### src/rtl/exc_pkg.sv
package exc_pkg;

    typedef enum logic [2:0] {
        EXC_RESET = 3'd0,
        EXC_BREAK = 3'd1,
        EXC_IBUS  = 3'd2,
        EXC_WATCH = 3'd3,
        EXC_DBUS  = 3'd4,
        EXC_DIVZ  = 3'd5,
        EXC_IRQ   = 3'd6,
        EXC_SCALL = 3'd7
    } exc_code_e;

    typedef enum logic {
        S_IDLE  = 1'b0,
        S_ENTER = 1'b1
    } entry_state_e;

    typedef struct packed {
        logic gie;
        logic eie;
        logic bie;
    } ie_bits_t;

    function automatic logic is_debug(input logic [2:0] num);
        return (num == EXC_BREAK) || (num == EXC_WATCH);
    endfunction

endpackage

### src/rtl/exc_pick.sv
module exc_pick #(
    parameter int N   = 8,
    parameter int IDW = $clog2(N)
) (
    input  logic [N-1:0]   req_i,
    output logic           any_o,
    output logic [IDW-1:0] idx_o
);
    logic [N:0]   below;
    logic [N-1:0] grant;

    assign below[0] = 1'b0;

    genvar g;
    generate
        for (g = 0; g < N; g++) begin : g_chain
            assign below[g+1] = below[g] | req_i[g];
            assign grant[g]   = req_i[g] & ~below[g];
        end
    endgenerate

    assign any_o = below[N];

    always_comb begin
        idx_o = '0;
        for (int i = 0; i < N; i++) begin
            if (grant[i]) idx_o = idx_o | IDW'(i);
        end
    end
endmodule

### src/rtl/exc_vec.sv
module exc_vec #(
    parameter int XLEN      = 32,
    parameter int NUM_W     = 3,
    parameter int VEC_SHIFT = 5,
    parameter int BASE_LSB  = NUM_W + VEC_SHIFT
) (
    input  logic [NUM_W-1:0]         num_i,
    input  logic                     debug_i,
    input  logic                     remap_i,
    input  logic [XLEN-1:BASE_LSB]   eba_i,
    input  logic [XLEN-1:BASE_LSB]   deba_i,
    output logic [XLEN-1:0]          vec_o
);
    logic [XLEN-1:BASE_LSB] base;

    always_comb begin
        if (debug_i || remap_i) base = deba_i;
        else                    base = eba_i;
        vec_o = {base, num_i, {VEC_SHIFT{1'b0}}};
    end
endmodule

### src/rtl/exc_stat.sv
module exc_stat
    import exc_pkg::*;
(
    input  logic     debug_i,
    input  ie_bits_t cur_i,
    output ie_bits_t nxt_o
);
    always_comb begin
        nxt_o     = cur_i;
        nxt_o.gie = 1'b0;
        if (debug_i) nxt_o.bie = cur_i.bie | cur_i.gie;
        else         nxt_o.eie = cur_i.eie | cur_i.gie;
    end
endmodule

### src/rtl/exc_entry.sv
module exc_entry
    import exc_pkg::*;
#(
    parameter int XLEN      = 32,
    parameter int NUM_EXC   = 8,
    parameter int VEC_SHIFT = 5,
    parameter int IRQ_BIT   = 6
) (
    input  logic                 clk,
    input  logic                 rst_n,
    input  logic [XLEN-1:0]      cur_pc_i,
    input  logic [NUM_EXC-1:0]   exc_req_i,
    input  logic                 gie_i,
    input  logic                 eie_i,
    input  logic                 bie_i,
    input  logic [XLEN-1:8]      eba_i,
    input  logic [XLEN-1:8]      deba_i,
    input  logic                 remap_i,
    output logic                 redirect_o,
    output logic [XLEN-1:0]      target_pc_o,
    output logic [2:0]           exc_num_o,
    output logic                 save_we_o,
    output logic                 save_sel_o,
    output logic [XLEN-1:0]      save_pc_o,
    output logic                 status_we_o,
    output logic                 gie_o,
    output logic                 eie_o,
    output logic                 bie_o
);
    localparam int NUM_W    = $clog2(NUM_EXC);
    localparam int BASE_LSB = NUM_W + VEC_SHIFT;

    entry_state_e state, state_nxt;

    logic [NUM_EXC-1:0] live;
    logic               any_live;
    logic [NUM_W-1:0]   pick_num;
    logic               pick_dbg;
    logic [XLEN-1:0]    vec;
    ie_bits_t           ie_cur, ie_nxt;
    logic               take;

    // Interrupt line is masked by the global enable; other lines pass through.
    genvar g;
    generate
        for (g = 0; g < NUM_EXC; g++) begin : g_live
            if (g == IRQ_BIT) begin : g_irq
                assign live[g] = exc_req_i[g] & gie_i;
            end else begin : g_plain
                assign live[g] = exc_req_i[g];
            end
        end
    endgenerate

    exc_pick #(.N(NUM_EXC), .IDW(NUM_W)) u_pick (
        .req_i (live),
        .any_o (any_live),
        .idx_o (pick_num)
    );

    assign pick_dbg = is_debug(3'(pick_num));

    exc_vec #(.XLEN(XLEN), .NUM_W(NUM_W), .VEC_SHIFT(VEC_SHIFT), .BASE_LSB(BASE_LSB)) u_vec (
        .num_i   (pick_num),
        .debug_i (pick_dbg),
        .remap_i (remap_i),
        .eba_i   (eba_i),
        .deba_i  (deba_i),
        .vec_o   (vec)
    );

    assign ie_cur = '{gie: gie_i, eie: eie_i, bie: bie_i};

    exc_stat u_stat (
        .debug_i (pick_dbg),
        .cur_i   (ie_cur),
        .nxt_o   (ie_nxt)
    );

    assign take = (state == S_IDLE) && any_live;

    // State register
    always_ff @(posedge clk or negedge rst_n) begin
        if (!rst_n) state <= S_IDLE;
        else        state <= state_nxt;
    end

    always_comb begin
        state_nxt = state;
        unique case (state)
            S_IDLE:  if (any_live) state_nxt = S_ENTER;  // take
            S_ENTER: state_nxt = S_IDLE;                 // release
            default: state_nxt = S_IDLE;
        endcase
    end

    // Outputs: loaded on take, strobes live for the S_ENTER cycle only
    always_ff @(posedge clk or negedge rst_n) begin
        if (!rst_n) begin
            redirect_o  <= 1'b0;
            save_we_o   <= 1'b0;
            status_we_o <= 1'b0;
            target_pc_o <= '0;
            exc_num_o   <= '0;
            save_sel_o  <= 1'b0;
            save_pc_o   <= '0;
            gie_o       <= 1'b0;
            eie_o       <= 1'b0;
            bie_o       <= 1'b0;
        end else begin
            redirect_o  <= take;
            save_we_o   <= take;
            status_we_o <= take;
            if (take) begin
                target_pc_o <= vec;
                exc_num_o   <= 3'(pick_num);
                save_sel_o  <= pick_dbg;
                save_pc_o   <= cur_pc_i;
                gie_o       <= ie_nxt.gie;
                eie_o       <= ie_nxt.eie;
                bie_o       <= ie_nxt.bie;
            end
        end
    end
endmodule

### config.mk
export PLATFORM = sky130hd
export DESIGN_NAME = exc_entry
export DESIGN_NICKNAME = d
export VERILOG_FILES = /design/src/rtl/exc_pkg.sv /design/src/rtl/exc_pick.sv /design/src/rtl/exc_vec.sv /design/src/rtl/exc_stat.sv /design/src/rtl/exc_entry.sv
export SDC_FILE = /design/constraint.sdc
export NUM_CORES = 1
export LEC_CHECK = 0
export ABC_AREA = 1
export BUFFER_PORTS_ARGS = -buffer_cell sky130_fd_sc_hd__buf_2
export CORE_ASPECT_RATIO = 1.75
export CORE_MARGIN = 4
export CORE_UTILIZATION = 25
export DETAILED_ROUTE_END_ITERATION = 8
export SYNTH_ARGS = -nofsm -noshare
export SYNTH_HDL_FRONTEND = slang
export SYNTH_SLANG_ARGS = --single-unit
### constraint.sdc
create_clock -name clk -period 1.5 [get_ports clk]
set_clock_uncertainty 0.15 [all_clocks]
set_input_delay 0.3 -clock clk [delete_from_list [all_inputs] [get_ports clk]]
set_output_delay 0.3 -clock clk [all_outputs]
set_load 0.1 [all_outputs]
### Word-level counts from Yosys, hierarchy flattened

Cells that the tools add are included.

* eq/ne operators: 2
* muxes and demuxes: 12
* reduce and logical (&&, ||, !) cells: 3
* bitwise logic cells: 25

Operator list (count)
* $mux W24: 1
* $mux W3: 4
* $or A1 B1 Y1: 9
* $and A1 B1 Y1: 8
* $not A1 Y1: 8
* $mux W1: 4
* $mux W2: 2
* $eq A3 B1 Y1 const B: 1
* $eq A3 B2 Y1 const B: 1
* $logic_or A1 B1 Y1: 2
* $pmux W1 S2: 1
* $logic_and A1 B1 Y1: 1

* register bits after elaboration: 67
* output and inout bits: 74

### Longest topological paths before layout

Gate-level depths: netlist of run 1.

* depth in word-level cells: 13
* mapped depth: 9
* gate-level depth less buffers: 8

### By module

From an unflattened synthesis of run 1, not the netlist that was laid out.

* cell total of the unflattened synthesis: 434
* area, all modules: 3298.2 sq um

Modules (own cells, without submodules)
* exc_entry: area an instance 2723.9 sq um, cells an instance 309, instances 1
* exc_vec: area an instance 410.4 sq um, cells an instance 88, instances 1
* exc_pick: area an instance 126.4 sq um, cells an instance 28, instances 1
* exc_stat: area an instance 37.5 sq um, cells an instance 9, instances 1

### Least setup slack after synthesis of run 1

Ideal clock, no wire load.

* path kind: register -> register
* start: register state
* end: register exc_num_o[0]
* stages on the path, launching flop included: 6
* arrival: 1.641 ns
* slack: -0.359 ns
* required time: 1.282 ns
* period minus slack after synthesis: 1.859 ns
* cell sequence: dfrtp_1 > o21bai_2 > buf_6 > buf_6 > nand2_1 > nand2_1

* cells in the longest elaborated chain, start to end: 2

Ends and longest elaborated chain
* from (decl): line exc_entry.sv:33 `entry_state_e state, state_nxt;`
* from (signal assigned): line exc_entry.sv:85 `else state <= state_nxt;`
* $not A1 Y1: line exc_entry.sv:80 `assign take = (state == S_IDLE) && any_live;`
* $logic_and A1 B1 Y1: line exc_entry.sv:80
* to (signal assigned): line exc_entry.sv:116 `exc_num_o <= 3'(pick_num);`
* to (decl): line exc_entry.sv:21 `output logic [2:0] exc_num_o,`

Every way passes these cells.
A chain may end at the register's enable or synchronous reset.

==> results.md, run 1 <==
- The flow ran to the end, and the final reports show no timing, DRC or antenna violations.
- Summing every instance area after synthesis gives 3080 sq um.
- The clock tree from TritonCTS is built.
- The synthesized netlist devotes 1.42% of its cell area to compound gates.
- The worst setup path is of the register to output pin kind.
- The standard-cell row count is 53.
- The share of synthesized area in the top cell type comes to 51.1%.
- The count of H-tree levels built during CTS is 3.
- The number of stages on the worst setup path is 1.
- sky130_fd_sc_hd__dfrtp_1 takes more of the synthesized area than any other cell.
- The total clock sinks is 63.
- The aggregate global-route resource usage is 14.1%.
- The maximum number of pins on one net before global-route repair is 36.
- The cell type group with the largest total delay on the critical path is flip-flops.
- Counting the buffers created by CTS gives 9.
- Setup repair after global routing could not meet its margin everywhere.
- The placer congestion estimate is 0.832.
- The final routed DRC violation total is 0.
- The top cell types in the final layout, fill and taps aside, are sky130_fd_sc_hd__nand2_1, sky130_fd_sc_hd__buf_2, sky130_fd_sc_hd__buf_12.
- The die outline width is 91.9 microns.
- Leaving out fill and tap cells, the most frequent cell in the layout is sky130_fd_sc_hd__nand2_1.
- The placeable core region is 12100 sq um.
- Walking the worst path, the cells encountered are buf_12.
- The number of global-route vias before repair is 3270.
- In the final layout, the share of cells above drive strength 1 is 38.6%.
- The analysis attributes to cell leakage a power of 3.04 nW.
- The total die area is 14200 sq um.
- The antenna cell count is 0.
- During synthesis, Yosys emitted a total of 0 warnings.
- Excluding fillers, the count of instances in the completed layout stands at 745.
- The critical path buffer and inverter count is 1.
- The number of synthesized register bits is 63.
- The number of instances in the synthesized netlist is 407.
- Summed over all layers, the routed wires come to 10200 microns.
- Of the post-synthesis cell area, the part taken by muxes is 0%.
- Ranked by total cell area, the synthesized netlist is headed by sky130_fd_sc_hd__dfrtp_1, sky130_fd_sc_hd__nand2_1, sky130_fd_sc_hd__nand3_1.
- The type of element launching the critical path is a register.
- After synthesis, the largest family of logic cells by area is simple AND/OR/NAND/NOR gates.
- The routed length per instance is 13.6 microns.
- The largest single stage delay on the critical path is 0.53 ns.
- In the finished design, the share of the clock period the worst path needs comes to 99.3%.
- The root buffer cell chosen for the clock tree is sky130_fd_sc_hd__clkbuf_16.
- The clock network latency to the later pin of the worst-skew pair is 0.32 ns.
- The max-capacitance violation count is 0.
- The total overflow left after global routing is 0.
- IR analysis of the VDD net gives a maximum drop of 0.867 mV.
- The initial antenna violation count is 0.
- The total iterations of the first detailed-routing run is 4.
- The final count of hold timing violations is 0.
- The clock passes through at most 2 buffers.
- The reg-to-reg critical path endpoint is target_pc_o[28].
- Relative to the synthesized area, the layout overhead comes to 80.7%.
- For the final routed database, the setup TNS stands at 0 ns.
- Timing would allow up to 671 MHz.
- The number of top-level pins is 168.
- The slowest stage cell on the critical path is sky130_fd_sc_hd__dfrtp_4.
- Of the total synthesized cell area, the portion taken by full adders, half adders and majority gates is 0%.
- The y dimension of the die is 155 microns.
- In this run, distinct cell masters in the synthesized netlist total 19.
- Dividing the synthesized area by the synthesized cell count gives 7.57 sq um.
- In this run the worst path has a maximum fanout of 4.
- The number of nets in the final layout is 669.
- Detailed placement ended at an HPWL of 7590 microns.
- After detailed routing, the number of vias per cell comes to 4.24.
- In this run the remaining antenna-violating nets after routing total 0.
- After Yosys synthesis, XOR and XNOR cells account for 0% of the synthesized area.
- The count of cells along the worst register-to-register path is 6.
- The max-slew violation count was 0.
- The arrival time of the worst setup path is 1.04 ns.
- Setup violations remaining at the end of the flow were counted as 0.
- The data required time at the worst endpoint is 1.05 ns.
- The simple-gate area share of the yosys netlist is 32.9%.
- In this run, the number of DRC markers left after iteration 0 of detailed routing was 125.
- The sequential cell area fraction in the yosys report is 51.1%.
- The critical path capture point type is an output pin.
- The overall via count from detail_route is 3157.
- The slack of the worst reg-to-reg path is 0.01 ns.
- The first global-routing pass estimated 15700 microns of wire.
- The setup slack at placement is -0.0380 ns.
- The clock period could shrink to 1.49 ns.
- Power spread over the standard cell area amounts to 1680 nW/um^2.
- The starting density of the core is 25.5%.
- The worst path meets setup with 0.0108 ns of slack.
- The clock-pin slew reported for the worst setup and hold paths after clock tree synthesis is 0.05 ns.
- The overall power is 0.00936 W.
- Port buffering added 161 buffers.
- The number of instances in the placed design is 723.
- The worst register-to-register path begins at state.
- The most critical setup path has its startpoint at state.
- Following the worst setup path forward leads to its endpoint at redirect_o.
- The tightest min-delay check is of the input pin to register type.
- The fraction of the core area covered by cells at the end of the flow is 46.2%.
==> what timing repair did <==
action                                  CTS  global route
endpoints found under the setup margin    3            43
endpoints found under the hold margin    63             0
gates resized for setup                   0            21
hold buffers                              1             0
setup buffers                             1             1
pin swaps                                 0             8
cloned                                    0             3
==> through the flow <==
stage	hold WS, ns	cell area [sq um]
4_1_cts	0.00849	5410
5_1_grt	0.0130	5570
6_report	0.0225	5570
3_3_place_gp	0.192	5110
3_5_place_dp	0.195	5110
2_1_floorplan	-0.146	3120
==> sequential cells by signal, summed over array words and instances, names as in the netlist <==
name / count
bie_o: 1
eie_o: 1
exc_num_o: 2
save_pc_o: 32
save_sel_o: 1
state: 1
target_pc_o: 25
==> worst min path at each step <==
stage,slack [ns],cells after the start,end,start
after floorplan,-0.15,0,bie_o,rst_n
after global placement,0.19,2,target_pc_o[13],rst_n
after detailed placement,0.19,2,target_pc_o[13],rst_n
after CTS,0.008,3,save_pc_o[25],cur_pc_i[25]
after global routing,0.01,3,save_pc_o[30],cur_pc_i[30]
final,0.02,3,save_pc_o[25],cur_pc_i[25]
==> Yosys cell counts <==
library cell               count
sky130_fd_sc_hd__clkbuf_1      2
sky130_fd_sc_hd__clkinv_1      1
sky130_fd_sc_hd__nand3_1      49
sky130_fd_sc_hd__buf_2         8
sky130_fd_sc_hd__dfrtp_1      63
sky130_fd_sc_hd__nand2_2       1
sky130_fd_sc_hd__a21oi_1       1
sky130_fd_sc_hd__nand3_2       1
sky130_fd_sc_hd__o21ai_0       4
sky130_fd_sc_hd__nor2_1        2
sky130_fd_sc_hd__nand2_1     190
sky130_fd_sc_hd__buf_4        14
sky130_fd_sc_hd__o21bai_2      1
sky130_fd_sc_hd__inv_1        56
sky130_fd_sc_hd__nand4_1       1
sky130_fd_sc_hd__o21bai_1      1
sky130_fd_sc_hd__nor2_2        4
sky130_fd_sc_hd__conb_1        1
sky130_fd_sc_hd__buf_6         7
==> layer usage <==
layer / global-route usage [%] / vias up / routed length, microns
met5: 0 / - / 0
met4: 7.58 / 0 / 407
met3: 2.95 / 28 / 546
met2: 25.3 / 130 / 5490
met1: 15.2 / 1460 / 3720
li1: - / 1539 / -
==> report_power, final <==
group	switching [W]	internal [W]	total, W
registers	0.000385	0.00202	0.00241
logic	0.00326	0.00166	0.00492
clock network	0.000755	0.00128	0.00203
total	0.00440	0.00496	0.00936
==> cell type report <==
type,instances,area (sq um)
repair buffers,183,2110
flip-flops and latches,63,1580
inverters,57,214
clock inverters,6,61.3
clock buffers,10,229
multi-input cells,261,1160
fillers,1165,6500
well taps,165,206
==> logic make-up (layout without fill, tap and decap cells) <==
logic type | after synthesis | count (layout)
buf+inv | 88 | 256
compound gates | 7 | 7
simple gates | 248 | 248
other cells | 1 | 6
flops | 63 | 63
Power figures use the tool's default switching activity.
==> run 2: changes to the inputs <==
--- a/config.mk
+++ b/config.mk
@@ -10,6 +10,7 @@
 export CORE_ASPECT_RATIO = 1.75
 export CORE_MARGIN = 4
 export CORE_UTILIZATION = 25
+export CTS_BUF_LIST = sky130_fd_sc_hd__clkbuf_2
 export DETAILED_ROUTE_END_ITERATION = 8
 export SYNTH_ARGS = -nofsm -noshare
 export SYNTH_HDL_FRONTEND = slang
==> run 2 against run 1 <==
Compared with the run above:
- the flow now finishes with violations (negative setup slack)
- sequential share of layout area decreased by 3.3 points
- worst hold slack gained 0.057 ns
- critical endpoint unchanged
- largest power group unchanged
- critical path depth stayed put
- power fell by 7.4%
- sequential power about the same
- setup slack worse by 0.22 ns
- first-iteration DRC count rose by 6.4%
==> results.md, run 2 (same netlist as run 1, synthesis figures left out) <==
- The clock network latency to the later pin of the worst-skew pair is 0.50 ns (+0.18 ns).
- The critical path's largest stage delay is 0.57 ns (+0.04 ns).
- The final worst slack is -0.206 ns (-0.217 ns).
- The power density of the placed cells was 1370 nW/um^2 (-18%).
- The critical path buffer and inverter count is 1 (unchanged).
- The sum of overflow across all layers after global routing is 0 (unchanged).
- The post-detailed-route count of antenna-violating nets is 0 (unchanged).
- The achievable frequency came to 586 MHz (-13%).
- The number of buffers between clock root and the deepest sink is 2 (unchanged).
- The overall via count from detail_route is 3652 (+16%).
- The starting density of the core is 25.5% (unchanged).
- The number of nets in the final layout was 766 (+14%).
- The share of final-layout standard cells stronger than drive strength 1 came to 32.8% (-5.8 points).
- The global-route wire length before repair is 19000 microns (+21%).
- The final count of hold timing violations was 0 (unchanged).
- The leakage dissipation was 3.37 nW (+11%).
- The aggregate global-route resource usage is 17.1% (+3.0 points).
- The clock-pin slew reported for the worst setup and hold paths after clock tree synthesis is 0.19 ns (+0.14 ns).
- The y dimension of the die came to 155 microns (unchanged).
- The standard-cell row count is 53 (unchanged).
- The arrival time of the worst setup path is 1.26 ns (+0.22 ns).
- The biggest fanout along the worst timing path is 4 (unchanged).
- The cell area after placement came to 5110 sq um (unchanged).
- The clock tree from TritonCTS is built.
- The total die area is 14200 sq um (unchanged).
- The count of endpoints failing setup in the final report is 98 (+98).
- The total iterations of the first detailed-routing run was 4 (unchanged).
- The number of fillers in the final layout is 1059 (-9.1%).
- The root buffer cell chosen for the clock tree is sky130_fd_sc_hd__clkbuf_2.
- The placer congestion estimate is 0.832 (unchanged).
- The overall power was 0.00867 W (-7.4%).
- The top cell types in the final layout, fill and taps aside, are sky130_fd_sc_hd__nand2_1, sky130_fd_sc_hd__buf_2, sky130_fd_sc_hd__dlygate4sd3_1.
- The number of input and output port buffers inserted is 161 (unchanged).
- The maximum number of pins on one net before global-route repair was 36 (unchanged).
- The number of DRC markers after the initial detailed-route iteration is 133 (+6.4%).
- The total clock sinks came to 63 (unchanged).
- The count of H-tree levels built during CTS is 3 (unchanged).
- The flip-flop count of the largest register after layout is 32 (unchanged).
- The design area is 6310 sq um (+13%).
- The max-capacitance violation count is 0 (unchanged).
- The setup slack at placement came to -0.0380 ns (unchanged).
- The type of element launching the critical path is a register.
- The die outline width is 91.9 microns (unchanged).
- The peak supply drop was 0.769 mV (-11%).
- The path class of the lowest-slack min-delay path is input pin to register.
- The slowest stage cell on the critical path is sky130_fd_sc_hd__dfrtp_4.
- The ratio of final minimum period to clock period is 114% (+14 points).
- The per-cell via count in the routed design is 4.33 (+2.1%).
- The class of the most critical setup path is register to output pin.
- The total CTS buffers is 9 (unchanged).
- The most common library cell in the layout ignoring fill and taps is sky130_fd_sc_hd__nand2_1.
- The total half-perimeter wirelength after legalization and detailed placement was 7590 microns (unchanged).
- Setup repair after global routing could not meet its margin everywhere.
- The max-slew violation count is 0 (unchanged).
- The data required time at the worst endpoint is 1.05 ns (about the same).
- The routed length per instance came to 14.9 microns (+9.2%).
- The sum of routed wire length over all layers is 12600 microns (+24%).
- The final critical delay including setup and external delays is 1.71 ns (+0.217 ns).
- The run finished, with violations left.
- The checks that failed: negative setup slack.
- The initial antenna violation count was 1 (+1).
- From synthesis to final layout, the design area changed by 105%.
- Traced cell by cell, the critical path runs through buf_12.
- The number of global-route vias before repair came to 3969 (+21%).
- Ranked by flip-flop count, first place goes to save_pc_o.
- The largest registers in the layout are save_pc_o x32, target_pc_o x25, exc_num_o x2.
- The placeable core region is 12100 sq um (unchanged).
- The multi-input logic area is 1090 sq um (-6.2%).
- The number of top-level pins is 168 (unchanged).
- The final routed DRC violation total is 0 (unchanged).
- The cell type group with the largest total delay on the critical path is flip-flops.
- The critical path capture point type is an output pin.
- The total area of sequential cells came to 1580 sq um (unchanged).
-- run 2: per-layer routing --
metal	global-route usage (%)	routed length, microns	vias to the layer above
li1	-	-	1733
met1	17.4	4510	1699
met2	30.0	6630	156
met3	3.34	577	64
met4	13.7	855	0
met5	0	0	-
-- run 2: power breakdown --
group / internal (W) / switching (W)
Clock: 0.000386 / 0.000672
Combinational: 0.00188 / 0.00333
Sequential: 0.00201 / 0.000384
Total: 0.00428 / 0.00439
-- run 2: what timing repair did --
item                       4_1_cts  5_1_grt
setup buffers                    8        3
cloned                           0        7
hold buffers                    85        0
pin swaps                        0        1
resized for setup                0        4
setup endpoints to repair       68      127
hold endpoints to repair       121        0
-- run 2: layout make-up --
type / instances / area share [%]
multi-input cells: 261 / 17.3
repair buffers: 280 / 49.1
clock buffers: 10 / 0.793
well taps: 165 / 3.27
flip-flops and latches: 63 / 25.1
clock inverters: 6 / 0.972
inverters: 57 / 3.39
diodes: 2 / 0.0793
-- run 2: final timing paths --
check	from	end	slack [ns]	cells after the start
min	exc_req_i[0]	target_pc_o[7]	0.08	6
min reg2reg	save_pc_o[7]	save_pc_o[7]	0.42	2
max in group asynchronous	rst_n	state	0.61	3
max reg2reg	state	save_pc_o[6]	-0.05	5
min in group asynchronous	rst_n	target_pc_o[14]	0.20	3
max	state	redirect_o	-0.21	1
-- run 2: stage by stage --
stage | util [%] | hold WS (ns) | TNS (ns) | cells
floorplan | - | -0.146 | 0 | 412
global placement | 42.3 | 0.192 | 0 | 723
detailed placement | 42.3 | 0.195 | -0.927 | 723
CTS | 50.8 | 0.0176 | -10.73 | 832
global route | 52.2 | 0.0431 | -15.62 | 843
finish | 52.3 | 0.0790 | -7.14 | 844
